--- src/rtl/scan_meas_pkg.sv ---
package scan_meas_pkg;
  localparam int LINE_W   = 6;
  localparam int CAP_SGL  = 31;
  localparam int CAP_DBL  = 63;
  localparam int DIS_SGL  = 29;
  localparam int DIS_DBL  = 57;
  localparam int VMIN_SGL = 4;
  localparam int VMIN_DBL = 8;

  typedef struct packed {
    logic [LINE_W-1:0] r_line;
    logic              dbl;
  } win_cfg_t;

  function automatic win_cfg_t cfg_of(input logic [2:0] sel);
    win_cfg_t c;
    unique case (sel)
      3'b001:  c = '{r_line: LINE_W'(16), dbl: 1'b0};
      3'b010:  c = '{r_line: LINE_W'(22), dbl: 1'b0};
      3'b100:  c = '{r_line: LINE_W'(38), dbl: 1'b1};
      3'b101:  c = '{r_line: LINE_W'(32), dbl: 1'b1};
      3'b110:  c = '{r_line: LINE_W'(44), dbl: 1'b1};
      default: c = '{r_line: LINE_W'(19), dbl: 1'b0};
    endcase
    return c;
  endfunction
endpackage

--- src/rtl/sc_line_clock.sv ---
module sc_line_clock (
  input  logic clk,
  input  logic rst_n,
  input  logic h_in,
  input  logic bk_in,
  input  logic v_in,
  input  logic two_level,
  output logic line_tick,
  output logic v_rise,
  output logic v_lvl
);
  logic h_q, bk_q, v_q;

  always_ff @(posedge clk or negedge rst_n) begin
    if (!rst_n) begin
      h_q  <= 1'b0;
      bk_q <= 1'b0;
      v_q  <= 1'b0;
    end else begin
      h_q  <= h_in;
      bk_q <= bk_in;
      v_q  <= v_in;
    end
  end

  always_comb begin
    line_tick = two_level ? (bk_in & ~bk_q) : (h_in & ~h_q);
    v_rise    = v_in & ~v_q;
    v_lvl     = v_q;
  end
endmodule

--- src/rtl/sc_line_counter.sv ---
module sc_line_counter #(
  parameter int W = 6
) (
  input  logic         clk,
  input  logic         rst_n,
  input  logic         v_rise,
  input  logic         line_tick,
  input  logic [W-1:0] cap,
  output logic [W-1:0] count
);
  always_ff @(posedge clk or negedge rst_n) begin
    if (!rst_n)                        count <= '0;
    else if (v_rise)                   count <= '0;
    else if (line_tick && count < cap) count <= count + 1'b1;
  end
endmodule

--- src/rtl/sc_frame_state.sv ---
module sc_frame_state #(
  parameter int W = 6
) (
  input  logic         clk,
  input  logic         rst_n,
  input  logic         v_rise,
  input  logic         v_lvl,
  input  logic         line_tick,
  input  logic [W-1:0] count,
  input  logic [W-1:0] vmin,
  output logic         valid,
  output logic [1:0]   tail
);
  always_ff @(posedge clk or negedge rst_n) begin
    if (!rst_n) begin
      valid <= 1'b0;
      tail  <= 2'd0;
    end else if (v_rise) begin
      valid <= 1'b0;
      tail  <= 2'd0;
    end else begin
      if (v_lvl && count >= vmin) valid <= 1'b1;
      if (line_tick && !v_lvl && tail != 2'd2) tail <= tail + 2'd1;
    end
  end
endmodule

--- src/rtl/sc_strobe_decode.sv ---
module sc_strobe_decode
  import scan_meas_pkg::*;
(
  input  logic [LINE_W-1:0] count,
  input  win_cfg_t          cfg,
  input  logic              valid,
  input  logic              v_lvl,
  input  logic [1:0]        tail,
  output logic              vblank,
  output logic              leak_strobe,
  output logic              cut_r,
  output logic              cut_g,
  output logic              cut_b,
  output logic              white_strobe,
  output logic              cap_discharge
);
  logic [LINE_W-1:0] span, leak0, g0, b0, w0, wlast, dlim;
  logic              run;

  function automatic logic in_win(input logic [LINE_W-1:0] c,
                                  input logic [LINE_W-1:0] lo,
                                  input logic [LINE_W-1:0] n);
    return (c >= lo) && (c < lo + n);
  endfunction

  always_comb begin
    span  = cfg.dbl ? LINE_W'(2) : LINE_W'(1);
    leak0 = cfg.r_line - span;
    g0    = cfg.r_line + span;
    b0    = g0 + span;
    w0    = b0 + span;
    wlast = w0 + span - LINE_W'(1);
    dlim  = cfg.dbl ? LINE_W'(DIS_DBL) : LINE_W'(DIS_SGL);

    cap_discharge = v_lvl && (count > dlim);
    run           = valid && !cap_discharge;
    vblank        = v_lvl || (valid && ((count <= wlast) || (tail != 2'd2)));

    leak_strobe  = run && in_win(count, leak0, span);
    cut_r        = run && in_win(count, cfg.r_line, span);
    cut_g        = run && in_win(count, g0, span);
    cut_b        = run && in_win(count, b0, span);
    white_strobe = run && in_win(count, w0, span);
  end
endmodule

--- src/rtl/scan_meas_timer.sv ---
module scan_meas_timer
  import scan_meas_pkg::*;
(
  input  logic       clk,
  input  logic       rst_n,
  input  logic       h_in,
  input  logic       bk_in,
  input  logic       v_in,
  input  logic       two_level,
  input  logic [2:0] win_sel,
  output logic       vblank,
  output logic       leak_strobe,
  output logic       cut_r,
  output logic       cut_g,
  output logic       cut_b,
  output logic       white_strobe,
  output logic       cap_discharge
);
  logic              line_tick, v_rise, v_lvl, valid;
  logic [1:0]        tail;
  logic [LINE_W-1:0] count, cap, vmin;
  win_cfg_t          cfg;

  always_comb begin
    cfg  = cfg_of(win_sel);
    cap  = cfg.dbl ? LINE_W'(CAP_DBL)  : LINE_W'(CAP_SGL);
    vmin = cfg.dbl ? LINE_W'(VMIN_DBL) : LINE_W'(VMIN_SGL);
  end

  sc_line_clock u_clk (
    .clk(clk), .rst_n(rst_n), .h_in(h_in), .bk_in(bk_in), .v_in(v_in),
    .two_level(two_level), .line_tick(line_tick), .v_rise(v_rise), .v_lvl(v_lvl)
  );

  sc_line_counter #(.W(LINE_W)) u_cnt (
    .clk(clk), .rst_n(rst_n), .v_rise(v_rise), .line_tick(line_tick),
    .cap(cap), .count(count)
  );

  sc_frame_state #(.W(LINE_W)) u_frm (
    .clk(clk), .rst_n(rst_n), .v_rise(v_rise), .v_lvl(v_lvl),
    .line_tick(line_tick), .count(count), .vmin(vmin),
    .valid(valid), .tail(tail)
  );

  sc_strobe_decode u_dec (
    .count(count), .cfg(cfg), .valid(valid), .v_lvl(v_lvl), .tail(tail),
    .vblank(vblank), .leak_strobe(leak_strobe), .cut_r(cut_r), .cut_g(cut_g),
    .cut_b(cut_b), .white_strobe(white_strobe), .cap_discharge(cap_discharge)
  );
endmodule

--- config.mk ---
export PLATFORM = sky130hd
export DESIGN_NAME = scan_meas_timer
export DESIGN_NICKNAME = d
export VERILOG_FILES = /design/src/rtl/scan_meas_pkg.sv /design/src/rtl/sc_line_clock.sv /design/src/rtl/sc_line_counter.sv /design/src/rtl/sc_frame_state.sv /design/src/rtl/sc_strobe_decode.sv /design/src/rtl/scan_meas_timer.sv
export SDC_FILE = /design/constraint.sdc
export NUM_CORES = 1
export LEC_CHECK = 0
export CELL_PAD_IN_SITES_DETAIL_PLACEMENT = 0
export CELL_PAD_IN_SITES_GLOBAL_PLACEMENT = 1
export CORE_UTILIZATION = 49
export DETAILED_ROUTE_END_ITERATION = 16
export GPL_TIMING_DRIVEN = 0
export HOLD_SLACK_MARGIN = 0.08
export PLACE_DENSITY = 0.91
export REMOVE_ABC_BUFFERS = 1
export SLEW_MARGIN = 20
export SYNTH_ARGS = -nofsm -noshare
export SYNTH_HDL_FRONTEND = slang
export SYNTH_SLANG_ARGS = --single-unit
--- constraint.sdc ---
create_clock -name clk -period 20.9 [get_ports clk]
set_input_delay 6.27 -clock clk [delete_from_list [all_inputs] [get_ports clk]]
set_output_delay 6.27 -clock clk [all_outputs]
set_load 0.01 [all_outputs]
==> impl_results.md <==
- Status: complete, no violations
- Num CTS Buffers: 3
- GRT overflow: 0
- Clock skew: 0.002863 ns
- RSZ-0062 raised after global routing: false
- Die area: between 4000 and 5000 um2
- CTS tree: built
- CP Cell Sequence: clkdlybuf4s50_1, nor3_1, a21oi_1, inv_1, ha_1, inv_1, fa_1, nand4bb_1, a21oi_1, nor2_2, xnor2_1, inv_1, ha_1, xnor2_1, ha_1, o21a_1, o21a_1, o21a_1, o21a_1, o221ai_1, a21o_1, clkdlybuf4s50_1
- Post-route setup TNS: 0 ns
- Area Growth Syn to Fin: 10.14%
- Post-route minimum period: about 18 ns
- Worst Tran Pin Value: roughly 0.78 ns
- Final slew viol count: 0
- Share of cells above drive strength 1: 0.06762
- DPL Wire Length: 3.870 mm
- Filler cells: about 430
- Cell count after synthesis: 270
- Later-pin clock latency in the skew report: about 0.25 ns
- Final Wtd Congestion: roughly 0.84
- First-iteration detailed-routing DRC count: 53
- Die Wd: roughly 70 um
- Worst Hold Class: reg -> reg
- Critical Path RT: roughly 15 ns
- Rows: 24
- Final worst-path cycle share: 0.8840
- Via-per-instance ratio: about 5.8
- Total Routing Usage GR: 0.2182
- WS Path Type: in -> out
- Setup Viol. Count Final: 0
- # resized after CTS: 0
- CP most frequent cell: o21a_1
- Startpoint Class: input pin
- Crit path max fanout: 23
- ANT cells: 0
- Final #Nets: between 300 and 400
- Max Fclk: ~54 MHz
- Top cells by area, synth: ha_1 28%, dfrtp_1 13%, xnor2_1 4.3%
- Final Hold Viols: 0
- Max-slew headroom: 0.4790
- Die height: roughly 70 um
- Worst VDD drop: around 0.05 mV
- Avg Inst Size Synth: ~8.3 um2
- EDFF count, synth: 0
- Post-Syn Area: about 2200 um2
- I/O Pins: 16
- Worst setup EP type: output pin
- Ys async rst share: 1.000
- Synth top area share: 0.2841
- H-tree Lvls: 1
- Post-CTS setup buffers: 0
- Top-count cell post-synth: ha_1
- Delay of the slowest cell on the worst path: ~0.98 ns
- Final core occ: 0.5642
- Max clock buf depth: 2
- Via count of the first global-routing pass: approximately 1800
- Cell taking the most area after synthesis: ha_1
- Buf+Inv Stages, Crit Path: 5
- Post-synth top cells: 51 x ha_1, 22 x inv_1, 21 x nand2_1
- Initial Utilization: 0.5123
- Leak pwr: 0.001241 uW
- DR vias: around 1900
- First-pass GRT wire length: between 8 and 9 mm
- Reg clk slew, reported paths: approximately 0.050 ns
- Flops & latches, synth: 12
- CTS Root Cell: clkbuf_8
- Synth unique cells: 53
- Yosys warning count: 0
- Core Footprint: between 4000 and 5000 um2
- Crit path DAT: ~12 ns
- Critical path's top delay family: buffers and inverters
- Maximum capacitance violations: 0
- DRC Markers: 0
- # hold bufs at CTS: 0
- Initial antenna violation count: 0
- CP max-delay cell: clkdlybuf4s50_1
- Register area share after synthesis: 0.1337
- Drt pass-1 iters: 4
- Routed len/inst: approximately 15 um
- Final antenna-violating net count: 0
- Port-buffer cells: 15
- PwrDens: 53.29 nW/um2
- Synth Flop Type: dfrtp_1
- Final WL: 4.917 mm
- CTS sink cnt: 12
- Maximum number of pins on one net before global-route repair: 24
stage by stage:
| step | cells | hold WS, ns | worst slack [ns] | area (um2) | total power [uW] |
|---|---|---|---|---|---|
| 5_1_grt | 333 | 0.5460 | 2.031 | 2474 | 145.0 |
| 4_1_cts | 333 | 0.5283 | 2.450 | 2474 | 132.5 |
| 3_5_place_dp | 329 | 0.5208 | 2.513 | 2419 | 106.2 |
| 2_1_floorplan | 262 | 0.5061 | 4.686 | 2203 | 86.85 |
| 3_3_place_gp | 329 | 0.5162 | 2.571 | 2419 | 104.4 |
| 6_report | 333 | 0.5253 | 2.423 | 2474 | 131.8 |
power by group:
| group | internal (uW) | switching, uW |
|---|---|---|
| clock | 16.7 | 8.86 |
| sequential | 25.8 | 4.74 |
| combinational | 35.9 | 39.9 |
| total | 78.4 | 53.5 |
per-layer routing:
metal  wire length (um)  up-vias  GRT usage
met5                  0        -          0
met4                 95        0    0.06444
met3                131       11    0.02907
met2               2215       29     0.3420
met1               2475      894     0.3118
li1                   -      981          -
cell type report:
type | instances | area [um2] | share of cell area
multi-input cells | 227 | 1817 | 0.7344
repair buffers | 15 | 150.1 | 0.06070
inverters | 23 | 86.33 | 0.03490
well taps | 52 | 65.06 | 0.02630
flip-flops and latches | 12 | 300.3 | 0.1214
clock buffers | 4 | 55.05 | 0.02226
path summary, 6_finish.rpt:
path,startpoint,to,slack (ns),depth (start not counted)
max in group asynchronous,rst_n,u_frm.valid,14.19,1
min in group asynchronous,rst_n,u_cnt.count[4],6.37,1
worst max-delay path,win_sel[2],vblank,2.42,22
worst min-delay path,u_frm.tail[1],u_frm.tail[1],0.53,2
worst max register to register,u_cnt.count[5],u_cnt.count[5],18.36,7
worst min register to register,u_frm.tail[1],u_frm.tail[1],0.53,2
flip-flops by register name, summed over array words and instances (netlist names):
name	flops
u_cnt.count	6
u_clk.h_q	1
u_clk.bk_q	1
u_clk.v_lvl	1
u_frm.tail	2
u_frm.valid	1
layout by cell type (no fill, tap or decap), types with 8 or more instances in the layout:
master | synthesis | layout
ha_1 | 51 | 51
clkdlybuf4s50_1 | 0 | 15
a21oi_1 | 16 | 16
nand2b_1 | 11 | 11
inv_1 | 22 | 22
nor2b_1 | 9 | 9
a21o_1 | 11 | 11
dfrtp_1 | 12 | 12
nand2_1 | 21 | 21
nor2_1 | 14 | 14
o21ai_0 | 15 | 15
xnor2_1 | 11 | 11
o21a_1 | 8 | 8
kinds of logic after synthesis:
kind of cell    synth area share
compound gates            0.2039
fa+ha+maj                 0.3170
buf+inv                  0.05738
simple gates              0.2189
flops                     0.1337
xor+xnor                 0.06462
mux                     0.004457
worst min-delay path, cell delays in order, from the launching register on:
cell     delay [ns]
dfrtp_1        0.37
nand2_1        0.06
a21oi_1        0.05
Power figures use the tool's default switching activity.
